**src/rtl/msr_pkg.sv**
```systemverilog
package msr_pkg;

    localparam int NLINES      = 4;
    localparam int SYNC_STAGES = 2;

    localparam int IDX_CTS = 0;
    localparam int IDX_DSR = 1;
    localparam int IDX_RI  = 2;
    localparam int IDX_DCD = 3;

    typedef logic [NLINES-1:0] line_vec_t;

    typedef struct packed {
        line_vec_t level;
        line_vec_t flag;
    } status_t;

    typedef enum logic {
        EDGE_ANY,
        EDGE_FALL
    } edge_kind_e;

    function automatic int loop_src(input int idx);
        case (idx)
            IDX_CTS: return 1;
            IDX_DSR: return 0;
            default: return idx;
        endcase
    endfunction

    function automatic edge_kind_e edge_kind(input int idx);
        return (idx == IDX_RI) ? EDGE_FALL : EDGE_ANY;
    endfunction

endpackage

```
**src/rtl/msr_sync.sv**
```systemverilog
module msr_sync #(
    parameter int W      = 4,
    parameter int STAGES = 2
) (
    input  logic         clk,
    input  logic         rst,
    input  logic [W-1:0] din,
    output logic [W-1:0] dout
);
    logic [STAGES-1:0][W-1:0] stg;

    always_ff @(posedge clk) begin
        if (rst) begin
            for (int k = 0; k < STAGES; k++) stg[k] <= din;
        end else begin
            stg[0] <= din;
            for (int k = 1; k < STAGES; k++) stg[k] <= stg[k-1];
        end
    end

    assign dout = stg[STAGES-1];
endmodule

```
**src/rtl/msr_level_sel.sv**
```systemverilog
module msr_level_sel
    import msr_pkg::*;
(
    input  line_vec_t pin_n,
    input  logic      loop_en,
    input  line_vec_t hctl,
    output line_vec_t lvl
);
    for (genvar i = 0; i < NLINES; i++) begin : g_line
        localparam int SRC = loop_src(i);
        assign lvl[i] = loop_en ? hctl[SRC] : ~pin_n[i];
    end
endmodule

```
**src/rtl/msr_flag_bank.sv**
```systemverilog
module msr_flag_bank
    import msr_pkg::*;
(
    input  logic      clk,
    input  logic      rst,
    input  logic      rd_stb,
    input  line_vec_t lvl,
    input  line_vec_t lvl_init,
    output status_t   stat
);
    line_vec_t lvl_q, flag_q, evt;

    for (genvar i = 0; i < NLINES; i++) begin : g_evt
        if (edge_kind(i) == EDGE_FALL) begin : g_fall
            assign evt[i] = lvl_q[i] & ~lvl[i];
        end else begin : g_any
            assign evt[i] = lvl_q[i] ^ lvl[i];
        end
    end

    always_ff @(posedge clk) begin
        if (rst) begin
            lvl_q  <= lvl_init;
            flag_q <= '0;
        end else begin
            lvl_q  <= lvl;
            flag_q <= (rd_stb ? '0 : flag_q) | evt;
        end
    end

    assign stat.level = lvl_q;
    assign stat.flag  = flag_q;
endmodule

```
**src/rtl/modem_status_reg.sv**
```systemverilog
module modem_status_reg
    import msr_pkg::*;
(
    input  logic       clk,
    input  logic       rst,
    input  logic       rd_stb,
    output logic [7:0] rd_data,
    input  logic       cts_n,
    input  logic       dsr_n,
    input  logic       ri_n,
    input  logic       dcd_n,
    input  logic       loop_en,
    input  logic [3:0] hctl,
    input  logic       irq_en,
    output logic       irq_pend
);
    line_vec_t pin_raw, pin_sync, lvl_run, lvl_rst;
    status_t   stat;

    always_comb begin
        pin_raw          = '0;
        pin_raw[IDX_CTS] = cts_n;
        pin_raw[IDX_DSR] = dsr_n;
        pin_raw[IDX_RI]  = ri_n;
        pin_raw[IDX_DCD] = dcd_n;
    end

    msr_sync #(.W(NLINES), .STAGES(SYNC_STAGES)) u_sync (
        .clk  (clk),
        .rst  (rst),
        .din  (pin_raw),
        .dout (pin_sync)
    );

    msr_level_sel u_sel_run (
        .pin_n   (pin_sync),
        .loop_en (loop_en),
        .hctl    (hctl),
        .lvl     (lvl_run)
    );

    msr_level_sel u_sel_rst (
        .pin_n   (pin_raw),
        .loop_en (loop_en),
        .hctl    (hctl),
        .lvl     (lvl_rst)
    );

    msr_flag_bank u_flags (
        .clk      (clk),
        .rst      (rst),
        .rd_stb   (rd_stb),
        .lvl      (lvl_run),
        .lvl_init (lvl_rst),
        .stat     (stat)
    );

    assign rd_data  = stat;
    assign irq_pend = irq_en & (|stat.flag);
endmodule

```
**config.mk**
```make
export PLATFORM = sky130hd
export DESIGN_NAME = modem_status_reg
export DESIGN_NICKNAME = d
export VERILOG_FILES = /design/src/rtl/msr_pkg.sv /design/src/rtl/msr_sync.sv /design/src/rtl/msr_level_sel.sv /design/src/rtl/msr_flag_bank.sv /design/src/rtl/modem_status_reg.sv
export SDC_FILE = /design/constraint.sdc
export NUM_CORES = 1
export LEC_CHECK = 0
export BUFFER_PORTS_ARGS = -buffer_cell sky130_fd_sc_hd__buf_4
export CAP_MARGIN = 15
export CORE_UTILIZATION = 30
export CTS_CLUSTER_DIAMETER = 150
export CTS_CLUSTER_SIZE = 25
export DETAILED_ROUTE_END_ITERATION = 6
export HOLD_SLACK_MARGIN = 0.05
export SLEW_MARGIN = 20
export SYNTH_ARGS = -nofsm -noshare
export SYNTH_HDL_FRONTEND = slang
export SYNTH_HIERARCHICAL = 1
export SYNTH_SLANG_ARGS = --single-unit
```
**constraint.sdc**
```tcl
create_clock -name clk -period 1.6 [get_ports clk]
set_clock_uncertainty 0.15 [all_clocks]
set_input_delay 0.16 -clock clk [delete_from_list [all_inputs] [get_ports clk]]
set_output_delay 0.16 -clock clk [all_outputs]
set_load 0.01 [all_outputs]
```
== Word level (Yosys, flattened, before mapping) ==
Index checks and enable logic that the tools add are counted.

* Flip-flop bits (word level): 16
* Logic and storage cells: 31

* Multiplexer cells: 11
* Bitwise operators: 15
* Reductions and logical operators: 1

{| class="wikitable"
|+ Operator list
! cell !! count
|-
| inverter 1 bit || 9
|-
| 2-to-1 mux 1 bit || 8
|-
| 2-to-1 mux 4 bit || 2
|-
| 2-to-1 mux 8 bit || 1
|-
| bitwise OR 4 bit || 1
|-
| OR reduction 4 bit || 1
|-
| bitwise XOR 1 bit || 3
|-
| AND 1 bit || 2
|}

== Longest topological paths before layout ==
Gate-level depths: netlist of the first run.

* Word-level depth: 5
* Depth in mapped cells: 4
* Mapped depth without buffers: 4

== Cells and area by module ==
Netlist of the first run, hierarchy kept.

{| class="wikitable"
|+ Modules (own cells, without submodules)
! module !! instances !! cells each !! area an instance (um2) !! sequential area each (um2)
|-
| msr_flag_bank || 1 || 25 || 309.0 || 160.2
|-
| msr_sync || 1 || 16 || 235.2 || 160.2
|-
| msr_level_sel || 2 || 8 || 35.0 || 0.0
|-
| modem_status_reg || 1 || 1 || 11.3 || 0.0
|}

== Worst setup path after synthesis of the first run ==
No wires, ideal clock.

* Path type: register to register
* Start point: register u_sync.stg (netlist bit u_sync/dout[1])
* End point: register u_flags.flag_q[1]
* Library setup time: 119 ps
* Arrival time: 834 ps
* Setup slack: 498 ps
* Stages on the path, launching flop included: 5
* Buffers on the path: 1
* Period minus slack after synthesis: 1,102 ps
* Cells stage by stage: dfxtp_1 -> buf_4 -> o21ai_0 -> xnor2_1 -> a21oi_1

* Longest elaborated chain between the ends: 4

{| class="wikitable"
|+ Ends and longest elaborated chain
! item !! line !! source
|-
| start: declaration || msr_sync.sv:10 || <nowiki>logic [STAGES-1:0][W-1:0] stg;</nowiki>
|-
| inverter 1 bit || msr_level_sel.sv:11 || <nowiki>assign lvl[i] = loop_en ? hctl[SRC] : ~pin_n[i];</nowiki>
|-
| 2-to-1 mux 1 bit || msr_level_sel.sv:11 ||
|-
| net lvl_run[1] || modem_status_reg.sv:17 || <nowiki>line_vec_t pin_raw, pin_sync, lvl_run, lvl_rst;</nowiki>
|-
| bitwise XOR 1 bit || msr_flag_bank.sv:17 || <nowiki>assign evt[i] = lvl_q[i] ^ lvl[i];</nowiki>
|-
| bitwise OR 4 bit || msr_flag_bank.sv:27 || <nowiki>flag_q <= (rd_stb ? '0 : flag_q) | evt;</nowiki>
|-
| end signal: assignment || msr_flag_bank.sv:27 ||
|-
| end: declaration || msr_flag_bank.sv:11 || <nowiki>line_vec_t lvl_q, flag_q, evt;</nowiki>
|}

The timed path passes the listed nets, and every way through them passes these cells.
A chain may end at the register's enable or synchronous reset.

== Worst setup path in the final report of the first run ==
* Start point: register u_flags.flag_q[1]
* End point: output irq_pend

* Longest elaborated chain between the ends: 2

{| class="wikitable"
|+ Ends and longest elaborated chain
! item !! line !! source
|-
| OR reduction 4 bit || modem_status_reg.sv:59 || <nowiki>assign irq_pend = irq_en & (|stat.flag);</nowiki>
|-
| AND 1 bit || modem_status_reg.sv:59 ||
|-
| end: declaration || modem_status_reg.sv:15 || <nowiki>output logic irq_pend</nowiki>
|}

Every way passes these cells.

==> impl_metrics.ini, run 1 <==
[floorplan]
core-area_um2 = 1960
die_w_um = 47.7
dieArea_um2 = 2270
initial_core_util_pct = 31.9
ios = 22
die_h_um = 47.7
fp-row-count = 16

[worst_setup_path]
r2r_start = u_sync/dout[1]
path_delay_family = compound AO/OA/AOI/OAI gates
reg2reg_depth = 3
worstSetupPathType = register to output pin
crit_buf_inv = 1
slowest_delay_ns = 0.41
path_max_fanout = 3
reg2reg_slack_ns = 0.53
crit_slowest_cell = o41a_1
cp.required_ns = 1.29
start_kind = register
end_kind = output pin
critPathArrivalTime_ns = 1.17
reg2reg_to = u_flags/flag_q[1]
crit_path_cell_trace = o41a_1 -> buf_4
startpoint = u_flags/flag_q[1]

[detailed_routing]
first_pass_iters = 4
vias = 477
first_iter_violations = 6
wire_per_inst_um = 9.32
drc_errors = 0
ant_nets = 0
viasPerCell = 4.30
finalWirelength_mm = 1.03

[placement]
dpl.hpwl_um = 718
pre_cts_ws_ns = 0.431
place.gp.congestion = 0.583
port_buffers = 21
dpl-instance-area_um2 = 776
placedCellCount = 101

[sta]
tns_ns = 0
worstMarginPinSlew_ns = 0.306
relSlewSlack_pct = 79.4
hold_viol = 0
rsz0062_at_grt = false
period_needed_ns = 1.48
drv_slew = 0
setup_viol = 0
whs_ns = 0.0670
worst_slack_ns = 0.122
fmax_mhz = 676
finalCritPeriodShare_pct = 92.4

[clock_tree]
holdBufCountCts = 6
cts_buffer_depth = 2
path_clk_slew_ns = 0.09
post_cts_buffers = 0
cts_root_buffer = clkbuf_4
cts_resized = 0
htreeDepth = 1
clk_latency_ns = 0.28
numCtsBuffers = 3
clock-sinks = 16
tritoncts = built

[power_and_ir_drop]
leakage_nw = 0.382
vdd_drop_max_uv = 378
cellInternalPower_mw = 0.681
pwr-share-comb_pct = 19.3
power.density_nw_per_um2 = 1020
swShare_pct = 23.1
switching_power_mw = 0.205
seqPwrFrac_pct = 51.2
p_clk_share_pct = 29.5

[synthesis]
ys_seq_area_share_pct = 51.2
syn_inst = 58
yosysTopAreaCell = dfxtp_1
ys_types = 11
synthTopCellsByArea = dfxtp_1 51%, mux2_4 9.6%, mux2_2 7.2%
ys_seq_elements = 16
avgSynthCellArea_um2 = 10.8
syn_area_um2 = 626
synthesis.nets = 71
synth_warnings = 6
synth_top_area_share_pct = 51.2

[worst_hold_path]
holdPathEnd = u_flags/lvl_q[3]
holdPathStages = 4
hp-start = hctl[3]
hold_class = input pin to register

[cells_and_area]
stdcell_area_um2 = 872
instances_no_fill = 111
drive_above_1_share_pct = 39.3
nets = 98
fillers = 208
areaGrowthSynthToFinish_pct = 39.4
diodes = 0

[status]
status = finished, final reports clean

[global_routing]
overflow = 0
track_usage_pct = 9.62
grt_pass1_wl_mm = 1.46
grt_max_degree = 17
grt_pass1_vias = 367
antenna_found_initial = 0

[job]
drv_cap = 0
power by group through the flow:
stage                     Combinational, mW  Sequential [mW]  Clock (mW)
after global routing                  0.192            0.460       0.299
after floorplan                      0.0822            0.473           0
final                                 0.171            0.453       0.261
after global placement                0.158            0.462           0
after detailed placement              0.160            0.463           0
after CTS                             0.172            0.454       0.274
worst max-delay path by stage:
| stage | to | slack (ns) | cells after the start |
|---|---|---|---|
| after floorplan | u_flags/flag_q[1] | 0.50 | 4 |
| after global placement | irq_pend | 0.44 | 2 |
| after detailed placement | irq_pend | 0.43 | 2 |
| after CTS | irq_pend | 0.10 | 2 |
| after global routing | irq_pend | 0.07 | 2 |
| final | irq_pend | 0.12 | 2 |
layer usage:
metal	track usage [%]	up-vias	wire length, um
met2	15.1	15	470
met3	2.26	2	51
li1	-	246	-
met4	6.67	0	18
met1	11.6	214	494
met5	0	-	0
synthesized netlist by cell type, drive strengths merged:
cell type / number
a21oi: 4
buf: 5
dfxtp: 16
mux2: 8
nand2: 8
nand2b: 5
o21ai: 8
o41a: 1
xnor2: 3
logic make-up after synthesis:
logic type	Yosys count	share of synthesized area [%]
compound gates	13	11.4
xor+xnor	3	4.20
buf+inv	5	6.60
flops	16	51.2
mux	8	16.8
simple gates	13	9.80
flip-flops by register name, summed over array words and instances, names as in the netlist:
register and count:
u_flags/flag_q 4, u_flags/lvl_q 4, u_sync/dout 4, u_sync/stg 4
layout by cell type, fill, tap and decap left out:
cell / instances
clkbuf_4: 3
nand2b_1: 5
dlygate4sd3_1: 6
a21oi_1: 4
xnor2_1: 3
mux2_2: 4
dfxtp_1: 16
o21ai_0: 8
mux2_4: 4
o41a_1: 1
buf_4: 21
nand2_1: 8
clkbuf_8: 1
tightest hold or removal path: cells and delay by family:
kind	cells	cell delay (ns)
mux	1	0.13
buf+inv	1	0.08
compound gates	1	0.06
simple gates	1	0.04
metrics by stage:
step,power (mW),utilization (%)
final,0.885,44.5
after global placement,0.620,39.5
after floorplan,0.556,-
after detailed placement,0.623,39.5
after CTS,0.900,44.5
after global routing,0.950,44.5
cell type report:
class                      instances  area [um2]  area share [%]
sequential                        16         320            36.7
multi-input combinational         37         264            30.3
timing repair buffer              27         218            25.0
clock buffer                       4        36.3            4.16
tap                               27        33.8            3.87
Note: power is estimated with default switching activity, not from simulation.
==> run 2: changes to the inputs <==
--- a/config.mk
+++ b/config.mk
@@ -15,5 +15,4 @@
 export SLEW_MARGIN = 20
 export SYNTH_ARGS = -nofsm -noshare
 export SYNTH_HDL_FRONTEND = slang
-export SYNTH_HIERARCHICAL = 1
 export SYNTH_SLANG_ARGS = --single-unit
==> run 2 against run 1 <==
Compared with the run above: sequential cell count unchanged; clock power about the same; register-to-register slack got worse by 0.07 ns; combinational power decreased by 6%; critical endpoint unchanged; highest routed layer unchanged.
==> impl_metrics.ini, run 2 <==
[status]
status = finished, final reports clean

[sta]
fmax_mhz = 677
worstMarginPinSlew_ns = 0.201
setup_viol = 0
hold_viol = 0
rsz0062_at_grt = false
tns_ns = 0
period_needed_ns = 1.48
finalCritPeriodShare_pct = 92.3
drv_slew = 0
relSlewSlack_pct = 86.5

[placement]
dpl.hpwl_um = 815
dpl-instance-area_um2 = 790
place.gp.congestion = 0.682
port_buffers = 21

[detailed_routing]
first_pass_iters = 2
wire_per_inst_um = 9.22
viasPerCell = 4.29
ant_nets = 0
first_iter_violations = 3
finalWirelength_mm = 1.18
vias = 549
drc_errors = 0

[synthesis]
synthArstFlopShare_pct = 0
synthTopCellsByCount = 16 x dfxtp_1, 11 x o21ai_0, 9 x inv_1
synth_warnings = 0
synth_top_area_share_pct = 52.1
yosys.cell_count.top_type = dfxtp_1
ys_seq_elements = 16
yosysTopAreaCell = dfxtp_1
ys_seq_area_share_pct = 52.1
synthesis.nets = 80
synth_edf_count = 0
syn_area_um2 = 614
synth-main-ff-cell = dfxtp_1
ys_types = 21
syn_inst = 67
avgSynthCellArea_um2 = 9.17
synthTopCellsByArea = dfxtp_1 52%, o21ai_0 9.0%, inv_1 5.5%

[power_and_ir_drop]
switching_power_mw = 0.206
leakage_nw = 0.424
power.density_nw_per_um2 = 929
vdd_drop_max_uv = 641
cellInternalPower_mw = 0.664
seqPwrFrac_pct = 51.6
p_clk_share_pct = 30.0
pwr-share-comb_pct = 18.4
swShare_pct = 23.6

[worst_setup_path]
critPathArrivalTime_ns = 1.17
cp.required_ns = 1.29
start_kind = register
path_delay_family = compound AO/OA/AOI/OAI gates
path_max_fanout = 3
crit_path_cell_trace = o41a_1 -> buf_4
slowest_delay_ns = 0.42
crit_buf_inv = 1
end_kind = output pin
crit_slowest_cell = o41a_1
worstSetupPathType = register to output pin

[cells_and_area]
diodes = 0
areaGrowthSynthToFinish_pct = 52.3
fillers = 202
stdcell_area_um2 = 936
final_common_cell = buf_4
drive_above_1_share_pct = 28.7
multiInputGateArea_um2 = 244
register_area_um2 = 320
nets = 115
mostFrequentLayoutCells = 21 x buf_4, 16 x dfxtp_1, 11 x o21ai_0, 11 x dlygate4sd3_1, 9 x inv_1

[global_routing]
met3_usage_pct = 2.31
overflow = 0
track_usage_pct = 11.5
grt_max_degree = 17
grt_pass1_vias = 446
grt_use_met1_pct = 16.2
top_usage_layer = met2
grt_pass1_wl_mm = 1.81
grt_use_met2_pct = 17.0
antenna_found_initial = 0

[floorplan]
die_w_um = 47.3
core-area_um2 = 1940
fp-row-count = 16
ios = 22
dieArea_um2 = 2230
die_h_um = 47.3
initial_core_util_pct = 31.6

[clock_tree]
numCtsBuffers = 3
cts_buffer_depth = 2
path_clk_slew_ns = 0.09
clk_latency_ns = 0.28
tritoncts = built
cts_resized = 0
holdBufCountCts = 11
cts_root_buffer = clkbuf_4
clock-sinks = 16
htreeDepth = 1
post_cts_buffers = 0

[worst_hold_path]
hold_class = register to register

[job]
drv_cap = 0
[run 2: changes by cell type after synthesis, moves of 2 or more]
cell / change
xnor2_1: -3
inv_1: +9
nand2b_1: -2
nor2b_1: +3
mux2_2: -4
a21oi_1: -2
nor2_1: +3
o21ai_0: +3
mux2_4: -4
buf_4: -4
[run 2: logic make-up (layout without fill, tap and decap cells)]
kind of cell	after synthesis	after routing	synth area share, %
flops	16	16	52.1
simple gates	20	20	17.9
compound gates	20	20	21.8
buf+inv	11	45	8.15
[run 2: metrics by stage]
stage	worst slack, ns	hold slack, ns	power (mW)	std cells	utilization (%)
final	0.123	0.286	0.870	128	48.2
after global routing	0.0674	0.334	0.921	128	48.2
after global placement	0.444	0.124	0.595	113	40.7
after CTS	0.104	0.290	0.880	128	48.2
after floorplan	0.500	0.0377	0.529	67	-
after detailed placement	0.424	0.124	0.599	113	40.7
[run 2: cell type report]
| cell class | count | share of cell area (%) |
|---|---|---|
| repair buffers | 32 | 28.6 |
| clock buffers | 4 | 3.88 |
| inverters | 9 | 3.61 |
| multi-input cells | 40 | 26.1 |
| well taps | 27 | 3.61 |
| flip-flops and latches | 16 | 34.2 |
[run 2: final timing paths]
kind         slack [ns]  depth (start not counted)              start           endpoint
min                0.29                          2      u_sync.stg[3]     u_sync.dout[3]
max                0.12                          2  u_flags.flag_q[0]           irq_pend
max reg2reg        0.46                          3  u_flags.flag_q[3]  u_flags.flag_q[3]
min reg2reg        0.29                          2      u_sync.stg[3]     u_sync.dout[3]
[run 2: worst register-to-register path: stages, from the launching register on]
cell      delay [ns]
dfxtp_1         0.36
nor2b_1         0.23
nor2_1          0.08
a311oi_2        0.25
[run 2: power groups by stage]
stage	logic (mW)	registers, mW	clock network (mW)
2_1_floorplan	0.0638	0.466	0
3_3_place_gp	0.137	0.458	0
3_5_place_dp	0.140	0.459	0
4_1_cts	0.161	0.450	0.269
5_1_grt	0.180	0.454	0.287
6_report	0.160	0.449	0.261
[run 2: routing by layer]
layer | up-vias | part of all wire (%) | wire (um)
met5 | - | 0 | 0
met4 | 0 | 0.68 | 8
met3 | 2 | 4.5 | 53
met2 | 16 | 46 | 548
met1 | 238 | 48 | 569
li1 | 293 | - | -
==> run 3: changes to the inputs <==
--- a/config.mk
+++ b/config.mk
@@ -11,7 +11,8 @@
 export CTS_CLUSTER_DIAMETER = 150
 export CTS_CLUSTER_SIZE = 25
 export DETAILED_ROUTE_END_ITERATION = 6
-export HOLD_SLACK_MARGIN = 0.05
+export HOLD_SLACK_MARGIN = 0.02
+export PLACE_DENSITY_LB_ADDON = 0.2
 export SLEW_MARGIN = 20
 export SYNTH_ARGS = -nofsm -noshare
 export SYNTH_HDL_FRONTEND = slang
==> run 3 against run 2 <==
Compared with the run above: cell count shrank 0.78%; power shrank 6.9%; critical endpoint unchanged; die area is the same; sequential share of layout area grew 0.51 points; combinational power is essentially flat; design area shrank 1.5%; highest routed layer unchanged; via count shrank 5.3%.
==> impl_metrics.ini, run 3 (synthesized netlist as in run 2, its figures left out) <==
[placement]
place.gp.congestion = 0.649
pre_cts_ws_ns = 0.434
port_buffers = 21
dpl.hpwl_um = 788

[detailed_routing]
first_iter_violations = 7
vias = 520
ant_nets = 0
dr_wl_met2_um = 504
dr.max_layer_used = met4
wl_met1_um = 518
finalWirelength_mm = 1.09
first_pass_iters = 2
drc_errors = 0
wl_met3_um = 51
wire_per_inst_um = 8.56
viasPerCell = 4.09

[clock_tree]
cts_root_buffer = clkbuf_4
cts_buffer_depth = 2
tritoncts = built
clock-sinks = 16
htreeDepth = 1
numCtsBuffers = 3
clk_latency_ns = 0.28
post_cts_buffers = 0
path_clk_slew_ns = 0.09

[sta]
fmax_mhz = 679
period_needed_ns = 1.47
tns_ns = 0
worstMarginPinSlew_ns = 0.216
rsz0062_at_grt = false
setup_viol = 0
drv_slew = 0
finalCritPeriodShare_pct = 92.0
relSlewSlack_pct = 85.5
hold_viol = 0
worst_slack_ns = 0.127

[status]
status = finished, final reports clean

[cells_and_area]
diodes = 0
areaGrowthSynthToFinish_pct = 50.1
fillers = 216
nets = 115
drive_above_1_share_pct = 28.0
mostFrequentLayoutCells = 21 x buf_4, 16 x dfxtp_1, 11 x o21ai_0, 11 x dlygate4sd3_1, 9 x inv_1
final_common_cell = buf_4

[worst_hold_path]
hold_class = register to register

[worst_setup_path]
cp.required_ns = 1.29
path_max_fanout = 3
critPathArrivalTime_ns = 1.16
end_kind = output pin
start_kind = register
worstSetupPathType = register to output pin

[job]
drv_cap = 0

[floorplan]
initial_core_util_pct = 31.6
die_h_um = 47.3
core-area_um2 = 1940
fp-row-count = 16
ios = 22
dieArea_um2 = 2230
die_w_um = 47.3

[global_routing]
overflow = 0
grt_max_degree = 17
grt_pass1_wl_mm = 1.72
antenna_found_initial = 0
grt_pass1_vias = 427
track_usage_pct = 11.5

[power_and_ir_drop]
leakage_nw = 0.417
power.density_nw_per_um2 = 878
vdd_drop_max_uv = 508
==> run 3: cell types whose count changed in the layout (fill, tap and decap cells not counted) <==
cell      before  now
clkbuf_8       1    0
==> run 3: final timing paths <==
check / start / end / slack [ns] / cells past startpoint
max: u_flags.flag_q[0] / irq_pend / 0.13 / 2
min: u_sync.stg[0] / u_sync.dout[0] / 0.29 / 2
max reg2reg: u_flags.flag_q[3] / u_flags.flag_q[3] / 0.46 / 3
min reg2reg: u_sync.stg[0] / u_sync.dout[0] / 0.29 / 2
==> run 3: report_power, final <==
group          internal [mW]  switching (mW)  total (mW)
Combinational         0.0944          0.0645       0.159
Sequential             0.431          0.0173       0.449
Clock                 0.0872           0.115       0.202
==> run 3: stage by stage <==
stage	cell area (um2)	power [mW]	std cells	util [%]	hold WS, ns
global route	922	0.856	127	47.5	0.302
floorplan	614	0.529	67	-	0.0377
global placement	790	0.594	113	40.7	0.124
CTS	922	0.825	127	47.5	0.291
detailed placement	790	0.598	113	40.7	0.124
finish	922	0.809	127	47.5	0.288
==> run 3: final cells by class <==
cell class	instances	area, um2	share of cell area [%]
multi-input cells	40	244	26.5
clock buffers	3	22.5	2.44
repair buffers	32	268	29.0
inverters	9	33.8	3.66
flip-flops and latches	16	320	34.7
well taps	27	33.8	3.66
==> run 3: what timing repair did <==
| item | 4_1_cts | 5_1_grt |
|---|---|---|
| hold endpoints to repair | 16 | 0 |
| hold buffers | 11 | 0 |
| endpoints found under the setup margin | 0 | 0 |
| resized for setup | 0 | 0 |
==> run 3: worst max-delay path, stage by stage, from the launching register on <==
cell     delay [ns]
dfxtp_1        0.33
o41a_1         0.41
buf_4          0.15
==> run 3: metal layers <==
layer,GRT usage (%),vias to the layer above
met5,0,-
met2,18.9,12
li1,-,293
met3,3.46,2
met1,12.4,213
met4,8.57,0
